[src/rtl/gpio_irq_pkg.sv]
package gpio_irq_pkg;
  localparam int unsigned REG_AW = 3;

  typedef enum logic [REG_AW-1:0] {
    RA_SENSE  = 3'd0,
    RA_BOTH   = 3'd1,
    RA_POL    = 3'd2,
    RA_ENABLE = 3'd3,
    RA_RAW    = 3'd4,
    RA_MASKED = 3'd5,
    RA_CLEAR  = 3'd6
  } reg_addr_e;
endpackage

[src/rtl/gpio_irq_cfg.sv]
module gpio_irq_cfg
  import gpio_irq_pkg::*;
#(
  parameter int unsigned N = 8
) (
  input  logic              clk,
  input  logic              rst_n,
  input  logic              wr_en,
  input  logic [REG_AW-1:0] addr,
  input  logic [N-1:0]      wdata,
  output logic [N-1:0]      sense,
  output logic [N-1:0]      both,
  output logic [N-1:0]      pol,
  output logic [N-1:0]      en,
  output logic [N-1:0]      clr_mask
);
  logic [N-1:0] sense_q, both_q, pol_q, en_q;

  always_ff @(posedge clk or negedge rst_n) begin
    if (!rst_n) begin
      sense_q <= '0;
      both_q  <= '0;
      pol_q   <= '0;
      en_q    <= '0;
    end else if (wr_en) begin
      case (reg_addr_e'(addr))
        RA_SENSE:  sense_q <= wdata;
        RA_BOTH:   both_q  <= wdata;
        RA_POL:    pol_q   <= wdata;
        RA_ENABLE: en_q    <= wdata;
        default:   ;
      endcase
    end
  end

  // Clear is a one-cycle pulse, never stored.
  assign clr_mask = (wr_en && (addr == RA_CLEAR)) ? wdata : '0;
  assign sense    = sense_q;
  assign both     = both_q;
  assign pol      = pol_q;
  assign en       = en_q;
endmodule

[src/rtl/gpio_irq_edge.sv]
module gpio_irq_edge #(
  parameter int unsigned N = 8
) (
  input  logic         clk,
  input  logic         rst_n,
  input  logic [N-1:0] line_in,
  input  logic [N-1:0] sense,
  input  logic [N-1:0] both,
  input  logic [N-1:0] pol,
  input  logic [N-1:0] clr,
  output logic [N-1:0] edge_evt,
  output logic [N-1:0] edge_raw
);
  for (genvar i = 0; i < N; i++) begin : g_line
    logic prev_q;
    logic hold_q;
    logic rise, fall, evt;

    assign rise = line_in[i] & ~prev_q;
    assign fall = ~line_in[i] & prev_q;
    assign evt  = both[i] ? (rise | fall) : (pol[i] ? rise : fall);

    always_ff @(posedge clk or negedge rst_n) begin
      if (!rst_n) begin
        prev_q <= 1'b0;
        hold_q <= 1'b0;
      end else begin
        prev_q <= line_in[i];
        // New event takes priority over a simultaneous clear.
        if (sense[i]) hold_q <= 1'b0;
        else          hold_q <= (hold_q & ~clr[i]) | evt;
      end
    end

    assign edge_evt[i] = evt;
    assign edge_raw[i] = hold_q;
  end
endmodule

[src/rtl/gpio_irq_status.sv]
module gpio_irq_status #(
  parameter int unsigned N = 8
) (
  input  logic [N-1:0] line_in,
  input  logic [N-1:0] sense,
  input  logic [N-1:0] pol,
  input  logic [N-1:0] en,
  input  logic [N-1:0] edge_raw,
  output logic [N-1:0] raw,
  output logic [N-1:0] masked,
  output logic         any
);
  logic [N-1:0] level_hit;

  assign level_hit = ~(line_in ^ pol);
  assign raw       = (sense & level_hit) | (~sense & edge_raw);
  assign masked    = raw & en;
  assign any       = |masked;
endmodule

[src/rtl/gpio_irq_detect.sv]
module gpio_irq_detect
  import gpio_irq_pkg::*;
#(
  parameter int unsigned N_LINES = 8
) (
  input  logic               clk,
  input  logic               rst_n,
  input  logic [N_LINES-1:0] line_in,
  input  logic               reg_wr,
  input  logic [REG_AW-1:0]  reg_addr,
  input  logic [N_LINES-1:0] reg_wdata,
  output logic [N_LINES-1:0] reg_rdata,
  output logic [N_LINES-1:0] irq_line,
  output logic               irq_any
);
  logic [N_LINES-1:0] cfg_sense, cfg_both, cfg_pol, cfg_en, clr_mask;
  logic [N_LINES-1:0] edge_evt, edge_raw, raw_st, masked_st;

  gpio_irq_cfg #(.N(N_LINES)) u_cfg (
    .clk      (clk),
    .rst_n    (rst_n),
    .wr_en    (reg_wr),
    .addr     (reg_addr),
    .wdata    (reg_wdata),
    .sense    (cfg_sense),
    .both     (cfg_both),
    .pol      (cfg_pol),
    .en       (cfg_en),
    .clr_mask (clr_mask)
  );

  gpio_irq_edge #(.N(N_LINES)) u_edge (
    .clk      (clk),
    .rst_n    (rst_n),
    .line_in  (line_in),
    .sense    (cfg_sense),
    .both     (cfg_both),
    .pol      (cfg_pol),
    .clr      (clr_mask),
    .edge_evt (edge_evt),
    .edge_raw (edge_raw)
  );

  gpio_irq_status #(.N(N_LINES)) u_status (
    .line_in  (line_in),
    .sense    (cfg_sense),
    .pol      (cfg_pol),
    .en       (cfg_en),
    .edge_raw (edge_raw),
    .raw      (raw_st),
    .masked   (masked_st),
    .any      (irq_any)
  );

  always_comb begin
    case (reg_addr_e'(reg_addr))
      RA_SENSE:  reg_rdata = cfg_sense;
      RA_BOTH:   reg_rdata = cfg_both;
      RA_POL:    reg_rdata = cfg_pol;
      RA_ENABLE: reg_rdata = cfg_en;
      RA_RAW:    reg_rdata = raw_st;
      RA_MASKED: reg_rdata = masked_st;
      default:   reg_rdata = '0;
    endcase
  end

  assign irq_line = masked_st;
endmodule

[config.mk]
export PLATFORM = sky130hd
export DESIGN_NAME = gpio_irq_detect
export DESIGN_NICKNAME = d
export VERILOG_FILES = /design/src/rtl/gpio_irq_pkg.sv /design/src/rtl/gpio_irq_cfg.sv /design/src/rtl/gpio_irq_edge.sv /design/src/rtl/gpio_irq_status.sv /design/src/rtl/gpio_irq_detect.sv
export SDC_FILE = /design/constraint.sdc
export NUM_CORES = 1
export LEC_CHECK = 0
export BUFFER_PORTS_ARGS = -buffer_cell sky130_fd_sc_hd__buf_2
export CAP_MARGIN = 20
export CORE_MARGIN = 2
export CORE_UTILIZATION = 52
export DETAILED_ROUTE_END_ITERATION = 12
export PLACE_DENSITY = 0.77
export SYNTH_ARGS = -nofsm -noshare
export SYNTH_HDL_FRONTEND = slang
export SYNTH_SLANG_ARGS = --single-unit
[constraint.sdc]
create_clock -name clk -period 1.6 [get_ports clk]
set_input_delay 0.16 -clock clk [delete_from_list [all_inputs] [get_ports clk]]
set_output_delay 0.16 -clock clk [all_outputs]
set_load 0.005 [all_outputs]
## Yosys cells after proc, flatten, opt, wreduce, memory -nomap -nowiden

Index checks and enable logic that the tools add are counted.

| storage, ports and cells | value |
|---|---|
| output and inout bits | 17 |
| logic and storage cells | 130 |
| input port bits | 22 |
| register bits after elaboration | 48 |

| cells by class | value |
|---|---|
| reductions and logical operators | 7 |
| bitwise gates (word level) | 71 |
| mux-type cells | 26 |
| equal/unequal tests | 6 |

Operators by type and width:

| cell | number |
|---|---|
| 8-bit one-hot mux with 6 select lines | 1 |
| 1-bit bitwise AND | 24 |
| 8-bit bitwise AND | 3 |
| 1-bit two-way mux | 24 |
| 1-bit inverter | 24 |
| 8-bit inverter | 2 |
| 1-bit bitwise OR | 16 |
| 3-bit equality test (second input constant) | 3 |
| 8-bit two-way mux | 1 |
| 8-bit bitwise OR | 1 |
| 2-bit AND reduction | 4 |
| 8-bit OR reduction | 1 |
| 8-bit bitwise XOR | 1 |
| 3-bit by 2-bit equality test with 1-bit output (second input constant) | 2 |
| 3-bit by 1-bit equality test with 1-bit output (second input constant) | 1 |
| 3-bit logical NOT | 1 |
| 1-bit logical AND | 1 |

## Logic depth before layout (Yosys ltp)

Gate-level depths: netlist (run 1).

| depth | value |
|---|---|
| word-level depth | 7 |
| depth in mapped cells | 5 |
| depth with buffers taken out | 5 |

## Cells and area by module

A second synthesis (run 1) with hierarchy kept.

| unflattened totals | value |
|---|---|
| cells, all modules | 278 |
| area total of the unflattened synthesis | 3,164.3 um^2 |

By module, submodules not included:

| module | sequential area each (um^2) | cells each | instances | area each (um^2) |
|---|---|---|---|---|
| gpio_irq_cfg | 800.8 | 79 | 1 | 1,283.7 |
| gpio_irq_edge | 400.4 | 112 | 1 | 1,121.1 |
| gpio_irq_detect | 0.0 | 54 | 1 | 460.4 |
| gpio_irq_status | 0.0 | 33 | 1 | 299.0 |

## Least setup slack after synthesis (run 1)

OpenSTA, ideal clock, no wires.

| timing path | value |
|---|---|
| path type | reg2out |
| from | register u_cfg.pol_q[0] (netlist: u_cfg.pol[0]) |
| to | output irq_any |
| buffers on the path | 0 |
| stages on the path, launching flop included | 5 |
| arrival time | 1.636 ns |
| data required time | 1.440 ns |
| slack | -0.196 ns |
| cell sequence | dfrtp_1 > xnor2_1 > mux2_4 > a2111o_1 > or4_1 |

| between the ends | value |
|---|---|
| longest elaborated chain between the ends | 6 |

RTL lines:

| what | RTL line | text |
|---|---|---|
| from (decl) | gpio_irq_cfg.sv:17 | `logic [N-1:0] sense_q, both_q, pol_q, en_q;` |
| from (signal assigned) | gpio_irq_cfg.sv:29 | `RA_POL: pol_q <= wdata;` |
| 8-bit bitwise XOR | gpio_irq_status.sv:15 | `assign level_hit = ~(line_in ^ pol);` |
| 8-bit inverter | gpio_irq_status.sv:15 |  |
| 8-bit bitwise AND | gpio_irq_status.sv:16 | `assign raw = (sense & level_hit) \| (~sense & edge_raw);` |
| 8-bit bitwise OR | gpio_irq_status.sv:16 |  |
| 8-bit bitwise AND | gpio_irq_status.sv:17 | `assign masked = raw & en;` |
| 8-bit OR reduction | gpio_irq_status.sv:18 | `assign any = \|masked;` |
| to (decl) | gpio_irq_detect.sv:14 | `output logic irq_any` |

Every way passes these cells.

## Final worst setup path (run 1)

Same ends and word-level chain as after synthesis.

==> results.cfg, run 1 <==
[setup_path]
rrSetupSlack_ps = 240
cp.required_ps = 1440
end_kind = output pin
worst-setup-path-type = reg2out
crit_path_max_fanout = 2
cp.arrival_ps = 2050
critical_path.startpoint_type = flop

[place]
dpl.hpwl_mm = 4.855
portBuffers = 38
post_dp_cell_area_um2 = 3431
dp_cells = 400
place_congestion = 0.7781

[synthesis]
synth_largest_area_cell = dfrtp_1
yosysUniqueCellTypes = 33
syn_area_per_cell_um2 = 11.28
synth_area_leaders = dfrtp_1, mux2_2, ha_1, mux4_2, inv_1
ys_seq_area_frac = 0.4313
synthesis.nets = 285
yosysTopAreaCellShare = 0.4313
netlist_instances = 247
yosys_warnings = 0
synth_area_um2 = 2785
synth_seq_cells = 48

[timing]
fin_crit_sh = 1.384
slew_viol_final = 0
holdWs_ps = 11.39
fmax_ghz = 0.4515
skew_ps = 6.100
worst_pin_slew_ps = 477.2
final.setup.tns_ps = -2208
rsz0062_at_grt = yes
layout_setup_ws_ps = -614.9
period_minus_slack_ps = 2215
hold_violations = 0
slew_headroom = 0.6819
setup_viol = 11

[clock_network]
cts_buffers = 5
cts.clk_slew.worst_paths_ps = 90
clockBufferDepth = 2
clockRootBuffer = clkbuf_8
cts_tree = done
clock_latency_ps = 300
h-tree-depth = 2
clock-sinks = 48

[status]
outcome = finished with violations
violations = negative setup slack

[die]
dieArea_um2 = 5958
rows = 26
core-area_um2 = 5140
fp.dieW_um = 77.19
start_util = 0.5419
pin_count = 39
die_y_um = 77.19

[finish]
final_cell_mix = dfrtp_1, buf_4, mux2_2, buf_2, nand2_1
area_growth_syn_to_layout_pct = 33.51
final_cell_area_um2 = 3719
layoutNonFillerInstCount = 416
final_nets = 383
nFillCells = 371
diodes = 0
drive_above_1_share = 0.4884
final_common_cell = dfrtp_1

[drt]
drt_wl_total_mm = 6.685
vias_per_cell = 5.260
first_pass_iters = 4
num_vias = 2188
post_drt_wl_per_cell_um = 16.07
antenna_left = 0
drc_errors = 0
first_iter_violations = 104

[global_routing]
grt_pass1_vias = 2341
grt_util_met3 = 0.04118
grt_max_degree = 21
grt_pass1_wl_mm = 10.88
grtUsageMet2 = 0.4061
met1_usage = 0.3002
grt_use_total = 0.2358
antenna_found_initial = 0
grt-ovfl-total = 0
top_usage_layer = met2

[pwr]
p_leak_nw = 1.840
irDropWorstVdd_mv = 0.7917
p_per_area_nw_per_um2 = 1142

[min_path]
worstHoldPathType = in2reg

[run]
drv_cap = 0
-- state kept, by name, indices dropped and copies added, names as in the netlist --
name / cells
u_cfg.both: 8
u_cfg.en: 8
u_cfg.pol: 8
u_cfg.sense: 8
u_edge.g_line.hold_q: 8
u_edge.g_line.prev_q: 8
-- layout make-up --
type	count	area [um^2]	area share
multi-input combinational	161	1490	0.4007
sequential	48	1201	0.3230
clock inverter	3	42.54	0.01144
tap	70	87.58	0.02355
timing repair buffer	98	711.9	0.1915
clock buffer	5	68.82	0.01851
inverter	31	116.4	0.03129
-- per-layer routing --
metal	up-vias	wire (um)
met5	-	0
met4	0	127
met3	13	237
met2	43	3434
met1	1082	2887
li1	1050	-
-- path summary, 6_finish.rpt --
check / from / to / depth (start not counted)
worst min-delay path: line_in[3] / u_edge.g_line[3].prev_q / 1
worst max-delay path: u_cfg.pol[0] / irq_any / 5
max in group asynchronous: rst_n / u_cfg.pol[3] / 3
worst min register to register: u_edge.g_line[6].hold_q / u_edge.g_line[6].hold_q / 2
worst max register to register: u_cfg.pol[5] / u_edge.g_line[5].hold_q / 5
min in group asynchronous: rst_n / u_cfg.en[0] / 2
-- logic make-up (layout without fill, tap and decap cells) --
kind of cell	after synthesis	after routing	share of synthesized area
AO/OA/AOI/OAI	35	35	0.07547
adder cells (fa/ha/maj)	16	16	0.07188
AND/OR/NAND/NOR	46	46	0.08580
XOR/XNOR	8	8	0.02516
buffers and inverters	38	137	0.05211
multiplexers	56	56	0.2583
flip-flops	48	48	0.4313
-- power by group --
part           internal (W)  switching, W  leakage (nW)
Sequential          0.00147      0.000214         0.575
Clock              0.000463      0.000418        0.0541
Combinational       0.00101      0.000672          1.21
-- worst max-delay path, stage by stage, from the launching register on --
cell	delay (ps)
dfrtp_1	400
xnor2_1	130
mux2_4	270
a2111o_1	370
or4_4	430
buf_2	140
-- repair_timing --
action / CTS / global route
pin swaps: 4 / 4
resized for setup: 28 / 9
hold buffers: 2 / 0
endpoints found under the setup margin: 12 / 13
buffers inserted: 7 / 6
hold endpoints to repair: 15 / 0
-- synth_stat cells --
cell      count
dfrtp_1      48
mux2_2       40
inv_1        31
nand2_1      29
ha_1         16
a21oi_1      12
o21ai_0      12
mux2i_1       7
mux4_2        7
xnor2_1       5
clkbuf_1      4
nor2b_1       4
nand3b_1      3
o22ai_1       3
xor2_1        3
a21o_1        2
a22o_1        2
buf_2         2
nor2_1        2
o32ai_1       2
a2111o_1      1
a22o_2        1
and2_2        1
and4b_1       1
buf_1         1
mux2_4        1
mux4_1        1
nand2b_1      1
nand4b_1      1
nor3_2        1
nor4b_2       1
nor4bb_1      1
or4_1         1
-- stage by stage --
| step | setup slack (ps) | power, W | util |
|---|---|---|---|
| 6_report | -614.9 | 0.004248 | 0.7235 |
| 5_1_grt | -669.2 | 0.004480 | 0.7235 |
| 4_1_cts | -629.2 | 0.004183 | 0.7162 |
| 3_5_place_dp | -320.1 | 0.003131 | 0.6675 |
| 3_3_place_gp | -298.7 | 0.003062 | 0.6675 |
| 2_1_floorplan | -84.26 | 0.002417 | - |
No activity file was read; power rests on OpenSTA's default activity.
==> inputs of run 2 (changes only) <==
--- a/config.mk
+++ b/config.mk
@@ -7,9 +7,11 @@
 export LEC_CHECK = 0
 export BUFFER_PORTS_ARGS = -buffer_cell sky130_fd_sc_hd__buf_2
 export CAP_MARGIN = 20
+export CORE_ASPECT_RATIO = 1.1
 export CORE_MARGIN = 2
 export CORE_UTILIZATION = 52
 export DETAILED_ROUTE_END_ITERATION = 12
+export MAX_ROUTING_LAYER = met4
 export PLACE_DENSITY = 0.77
 export SYNTH_ARGS = -nofsm -noshare
 export SYNTH_HDL_FRONTEND = slang
==> run 2 against run 1 <==
  * The flow still finishes with violations (negative setup slack)
  * Via count grew 1.4%
  * Global-route usage rose by 1.5 points
  * Critical path depth unchanged
  * Register-to-register slack worse by 40 ps
  * Non-clock buffer count shrank 1
  * Routed wire length up 1.2%
  * Combinational power is 3% lower
  * Cell area shrank 1.3%
  * Sequential power about the same
  * Die area is essentially flat
  * Setup slack improved by 24 ps
  * Critical path type unchanged
  * Largest cell class unchanged
  * Highest routed layer unchanged
==> results.cfg, run 2 (synthesized netlist as in run 1, its figures left out) <==
[pwr]
combPwrFrac = 0.397
p_sw_w = 0.001271
internal-power_w = 0.002835
p_per_area_nw_per_um2 = 1119
p_leak_nw = 1.826
irDropWorstVdd_mv = 0.5839
clockPowerShare = 0.191
swShare = 0.3096
p_seq_frac = 0.411

[drt]
drt_wl_total_mm = 6.766
drc_errors = 0
first_pass_iters = 4
first_iter_violations = 83
antenna_left = 0
vias_per_cell = 5.332
num_vias = 2218
post_drt_wl_per_cell_um = 16.26

[min_path]
hold_depth = 1
min_from = line_in[6]
worstHoldPathType = in2reg
min_to = u_edge.g_line[6].prev_q

[finish]
utilization = 0.7192
area_growth_syn_to_layout_pct = 31.72
final_common_cell = dfrtp_1
final_cell_mix = dfrtp_1, buf_4, mux2_2, buf_2, nand2_1
diodes = 0
layoutNonFillerInstCount = 416
drive_above_1_share = 0.4797
final_nets = 382

[setup_path]
cp.arrival_ps = 2030
cp.required_ps = 1440
r2r-start = u_cfg.pol[6]
worst-setup-path-type = reg2out
rrSetupSlack_ps = 200
r2r_end = u_edge.g_line[6].hold_q
end_kind = output pin
crit_path_max_fanout = 2
critical_path.startpoint_type = flop
rr_worst_depth = 6

[timing]
worst_pin_slew_ps = 527.4
rsz0062_at_grt = yes
slew_viol_final = 0
setup_viol = 11
holdWs_ps = 14.05
period_minus_slack_ps = 2191
hold_violations = 0
slew_headroom = 0.6484
fmax_ghz = 0.4565
skew_ps = 4.961
final.setup.tns_ps = -2473
layout_setup_ws_ps = -590.6
fin_crit_sh = 1.369

[global_routing]
grt_pass1_vias = 2219
antenna_found_initial = 0
grt_max_degree = 28
grt_use_total = 0.2506
grt_pass1_wl_mm = 10.70
grt-ovfl-total = 0

[clock_network]
clock-sinks = 48
clockRootBuffer = clkbuf_8
h-tree-depth = 2
cts_buffers = 5
clockBufferDepth = 2
cts.clk_slew.worst_paths_ps = 80
clock_latency_ps = 300
cts_tree = done

[place]
dpl.hpwl_mm = 4.836
place_congestion = 0.8443
place_ws_ps = -281.0
portBuffers = 38
dp_cells = 400

[die]
fp.dieW_um = 73.78
die_y_um = 80.76
rows = 27
dieArea_um2 = 5958
core-area_um2 = 5101
pin_count = 39
start_util = 0.5460

[status]
violations = negative setup slack
outcome = finished with violations

[run]
drv_cap = 0
[run 2: cell types whose count changed in the layout (fill, tap and decap cells not counted), sizes merged]
cell / before / now
clkbuf: 5 / 7
bufinv: 1 / 0
clkinv: 1 / 0
clkinvlp: 1 / 0
dlygate4sd3: 2 / 1
[run 2: repair_timing]
item	in CTS	in global routing
setup endpoints to repair	12	13
hold buffers	1	0
gates resized for setup	12	16
pin swaps	3	3
buffers inserted	5	10
hold endpoints to repair	21	0
gates cloned	0	0
[run 2: worst max-delay path by stage]
stage,startpoint,endpoint,slack (ps),cells after the start
finish,u_cfg.pol[0],irq_any,-590,5
global route,u_cfg.pol[0],irq_any,-670,5
CTS,u_cfg.pol[0],irq_any,-600,5
detailed placement,u_cfg.pol[7],irq_any,-280,5
global placement,u_cfg.pol[0],irq_any,-230,5
floorplan,u_cfg.pol[0],irq_any,-80,4
[run 2: worst max-delay path, stage by stage, from the launching register on]
cell      delay, ps
dfrtp_1         400
xnor2_1         130
mux2_4          270
a2111o_1        380
or4_1           410
buf_2           140
[run 2: layout make-up]
cell class	instances	area [um^2]
Multi-Input combinational cell	161	1469
Fill cell	372	1433
Sequential cell	48	1201
Timing Repair Buffer	97	695.7
Inverter	31	116.4
Clock buffer	7	96.34
Tap cell	72	90.09
[run 2: metrics by stage]
| stage | total power, W | cell area (um^2) |
|---|---|---|
| floorplan | 0.002417 | 2785 |
| global placement | 0.003046 | 3431 |
| detailed placement | 0.003122 | 3431 |
| CTS | 0.003978 | 3582 |
| global route | 0.004353 | 3669 |
| finish | 0.004106 | 3669 |
[run 2: routing by layer]
metal,global-route usage,vias to the layer above,share of wire,wire [um]
met1,0.3001,1108,0.41,2804
li1,-,1051,-,-
met4,0.08000,0,0.0099,67
met2,0.4357,52,0.54,3655
met3,0.03474,7,0.035,239
met5,-,-,0,0
[run 2: power by group through the flow]
stage,clock network (W),logic (W),registers (W)
finish,0.000786,0.00163,0.00169
global route,0.000846,0.00179,0.00172
CTS,0.000797,0.00150,0.00168
detailed placement,0,0.00143,0.00169
global placement,0,0.00137,0.00167
floorplan,0,0.000740,0.00168
==> inputs of run 3 (changes only) <==
--- a/config.mk
+++ b/config.mk
@@ -10,8 +10,8 @@
 export CORE_ASPECT_RATIO = 1.1
 export CORE_MARGIN = 2
 export CORE_UTILIZATION = 52
+export CTS_CLUSTER_DIAMETER = 40
 export DETAILED_ROUTE_END_ITERATION = 12
-export MAX_ROUTING_LAYER = met4
 export PLACE_DENSITY = 0.77
 export SYNTH_ARGS = -nofsm -noshare
 export SYNTH_HDL_FRONTEND = slang
==> run 3 against run 2 <==
  * The flow still finishes with violations (negative setup slack)
  * Largest cell class unchanged
  * Register-to-register slack hardly changed
  * Cell count unchanged
  * Clock skew grew 0.66 ps
  * Routed wire length hardly changed
  * Critical path type unchanged
  * Core utilization stayed put
  * Setup slack lost 6.5 ps
  * Power barely moved
==> results.cfg, run 3 (synthesized netlist as in run 1, its figures left out) <==
[clock_network]
clockRootBuffer = clkbuf_8
h-tree-depth = 2
cts_tree = done
clock_latency_ps = 300
cts.clk_slew.worst_paths_ps = 80
clockBufferDepth = 2
cts_buffers = 5
clock-sinks = 48

[pwr]
p_sw_w = 0.001274
p_leak_nw = 1.826
clockPowerShare = 0.191
irDropWorstVdd_mv = 0.5843
p_seq_frac = 0.411
combPwrFrac = 0.398
internal-power_w = 0.002835
p_per_area_nw_per_um2 = 1120
swShare = 0.3100

[setup_path]
cp.required_ps = 1440
worst-setup-path-type = reg2out
critical_path.startpoint_type = flop
end_kind = output pin
cp.arrival_ps = 2040
crit_path_max_fanout = 2

[finish]
diodes = 0
utilization = 0.7192
drive_above_1_share = 0.4797
area_growth_syn_to_layout_pct = 31.72
final_common_cell = dfrtp_1
final_cell_area_um2 = 3669
final_nets = 382
final_cell_mix = dfrtp_1, buf_4, mux2_2, buf_2, nand2_1

[drt]
num_vias = 2188
first_pass_iters = 5
antenna_left = 0
post_drt_wl_per_cell_um = 16.28
drc_errors = 0
vias_per_cell = 5.260
drt_wl_total_mm = 6.771
first_iter_violations = 77

[timing]
rsz0062_at_grt = yes
hold_violations = 0
skew_ps = 5.616
setup_viol = 11
slew_headroom = 0.6521
worst_pin_slew_ps = 521.9
layout_setup_ws_ps = -597.1
final.setup.tns_ps = -2501
period_minus_slack_ps = 2197
fin_crit_sh = 1.373
fmax_ghz = 0.4551
slew_viol_final = 0

[global_routing]
grt_use_total = 0.2438
grt_pass1_vias = 2216
grt_max_degree = 28
grt_pass1_wl_mm = 10.71
antenna_found_initial = 0
grt-ovfl-total = 0

[die]
start_util = 0.5460
fp.dieW_um = 73.78
pin_count = 39
core-area_um2 = 5101
die_y_um = 80.76
rows = 27
dieArea_um2 = 5958

[status]
violations = negative setup slack
outcome = finished with violations

[place]
place_congestion = 0.8316
portBuffers = 38
post_dp_cell_area_um2 = 3431
dpl.hpwl_mm = 4.836

[min_path]
worstHoldPathType = in2reg

[run]
drv_cap = 0
-- run 3: worst paths after layout --
check                                          endpoint  slack [ps]  cells past startpoint           start
min in group asynchronous       u_edge.g_line[3].prev_q         350                      2           rst_n
max in group asynchronous                   u_cfg.en[5]         730                      3           rst_n
worst max register to register  u_edge.g_line[6].hold_q         200                      6    u_cfg.pol[6]
worst min-delay path            u_edge.g_line[6].prev_q          10                      1      line_in[6]
worst min register to register  u_edge.g_line[5].hold_q         520                      1  u_cfg.sense[5]
worst max-delay path                            irq_any        -600                      5    u_cfg.pol[0]
-- run 3: per-stage QoR --
stage	setup WS [ps]	cells	hold slack (ps)	total power, W
6_report	-597.1	416	14.82	0.004109
5_1_grt	-672.2	416	7.557	0.004353
4_1_cts	-602.9	410	6.449	0.003978
3_5_place_dp	-281.0	400	162.6	0.003122
3_3_place_gp	-225.8	400	156.0	0.003046
2_1_floorplan	-84.26	247	-135.6	0.002417
-- run 3: timing repair --
action                     in CTS  in global routing
setup buffers                   5                 10
hold endpoints to repair       21                  0
hold buffers                    1                  0
gates resized for setup        12                 16
pin swaps                       3                  3
setup endpoints to repair      12                 13
-- run 3: critical path, cell delays in order (launching register included) --
cell and delay [ps]:
dfrtp_1 400, xnor2_1 130, mux2_4 280, a2111o_1 380
or4_1 410, buf_2 140
-- run 3: power groups by stage --
| stage | sequential (W) | clock [W] | combinational [W] |
|---|---|---|---|
| 6_report | 0.00169 | 0.000785 | 0.00163 |
| 5_1_grt | 0.00172 | 0.000846 | 0.00179 |
| 4_1_cts | 0.00168 | 0.000797 | 0.00150 |
| 3_5_place_dp | 0.00169 | 0 | 0.00143 |
| 3_3_place_gp | 0.00167 | 0 | 0.00137 |
| 2_1_floorplan | 0.00168 | 0 | 0.000740 |
-- run 3: layout make-up --
type | instances | area, um^2
clock buffer | 7 | 96.34
tap | 72 | 90.09
inverter | 31 | 116.4
sequential | 48 | 1201
multi-input combinational | 161 | 1469
fill | 372 | 1433
timing repair buffer | 97 | 695.7
-- run 3: metal layers --
layer  GRT usage  part of all wire  vias to the layer above
li1            -                 -                     1049
met1      0.2968              0.42                     1092
met2      0.4357              0.54                       40
met3     0.04094             0.033                        7
met4     0.08000             0.010                        0
met5           0                 0                        -
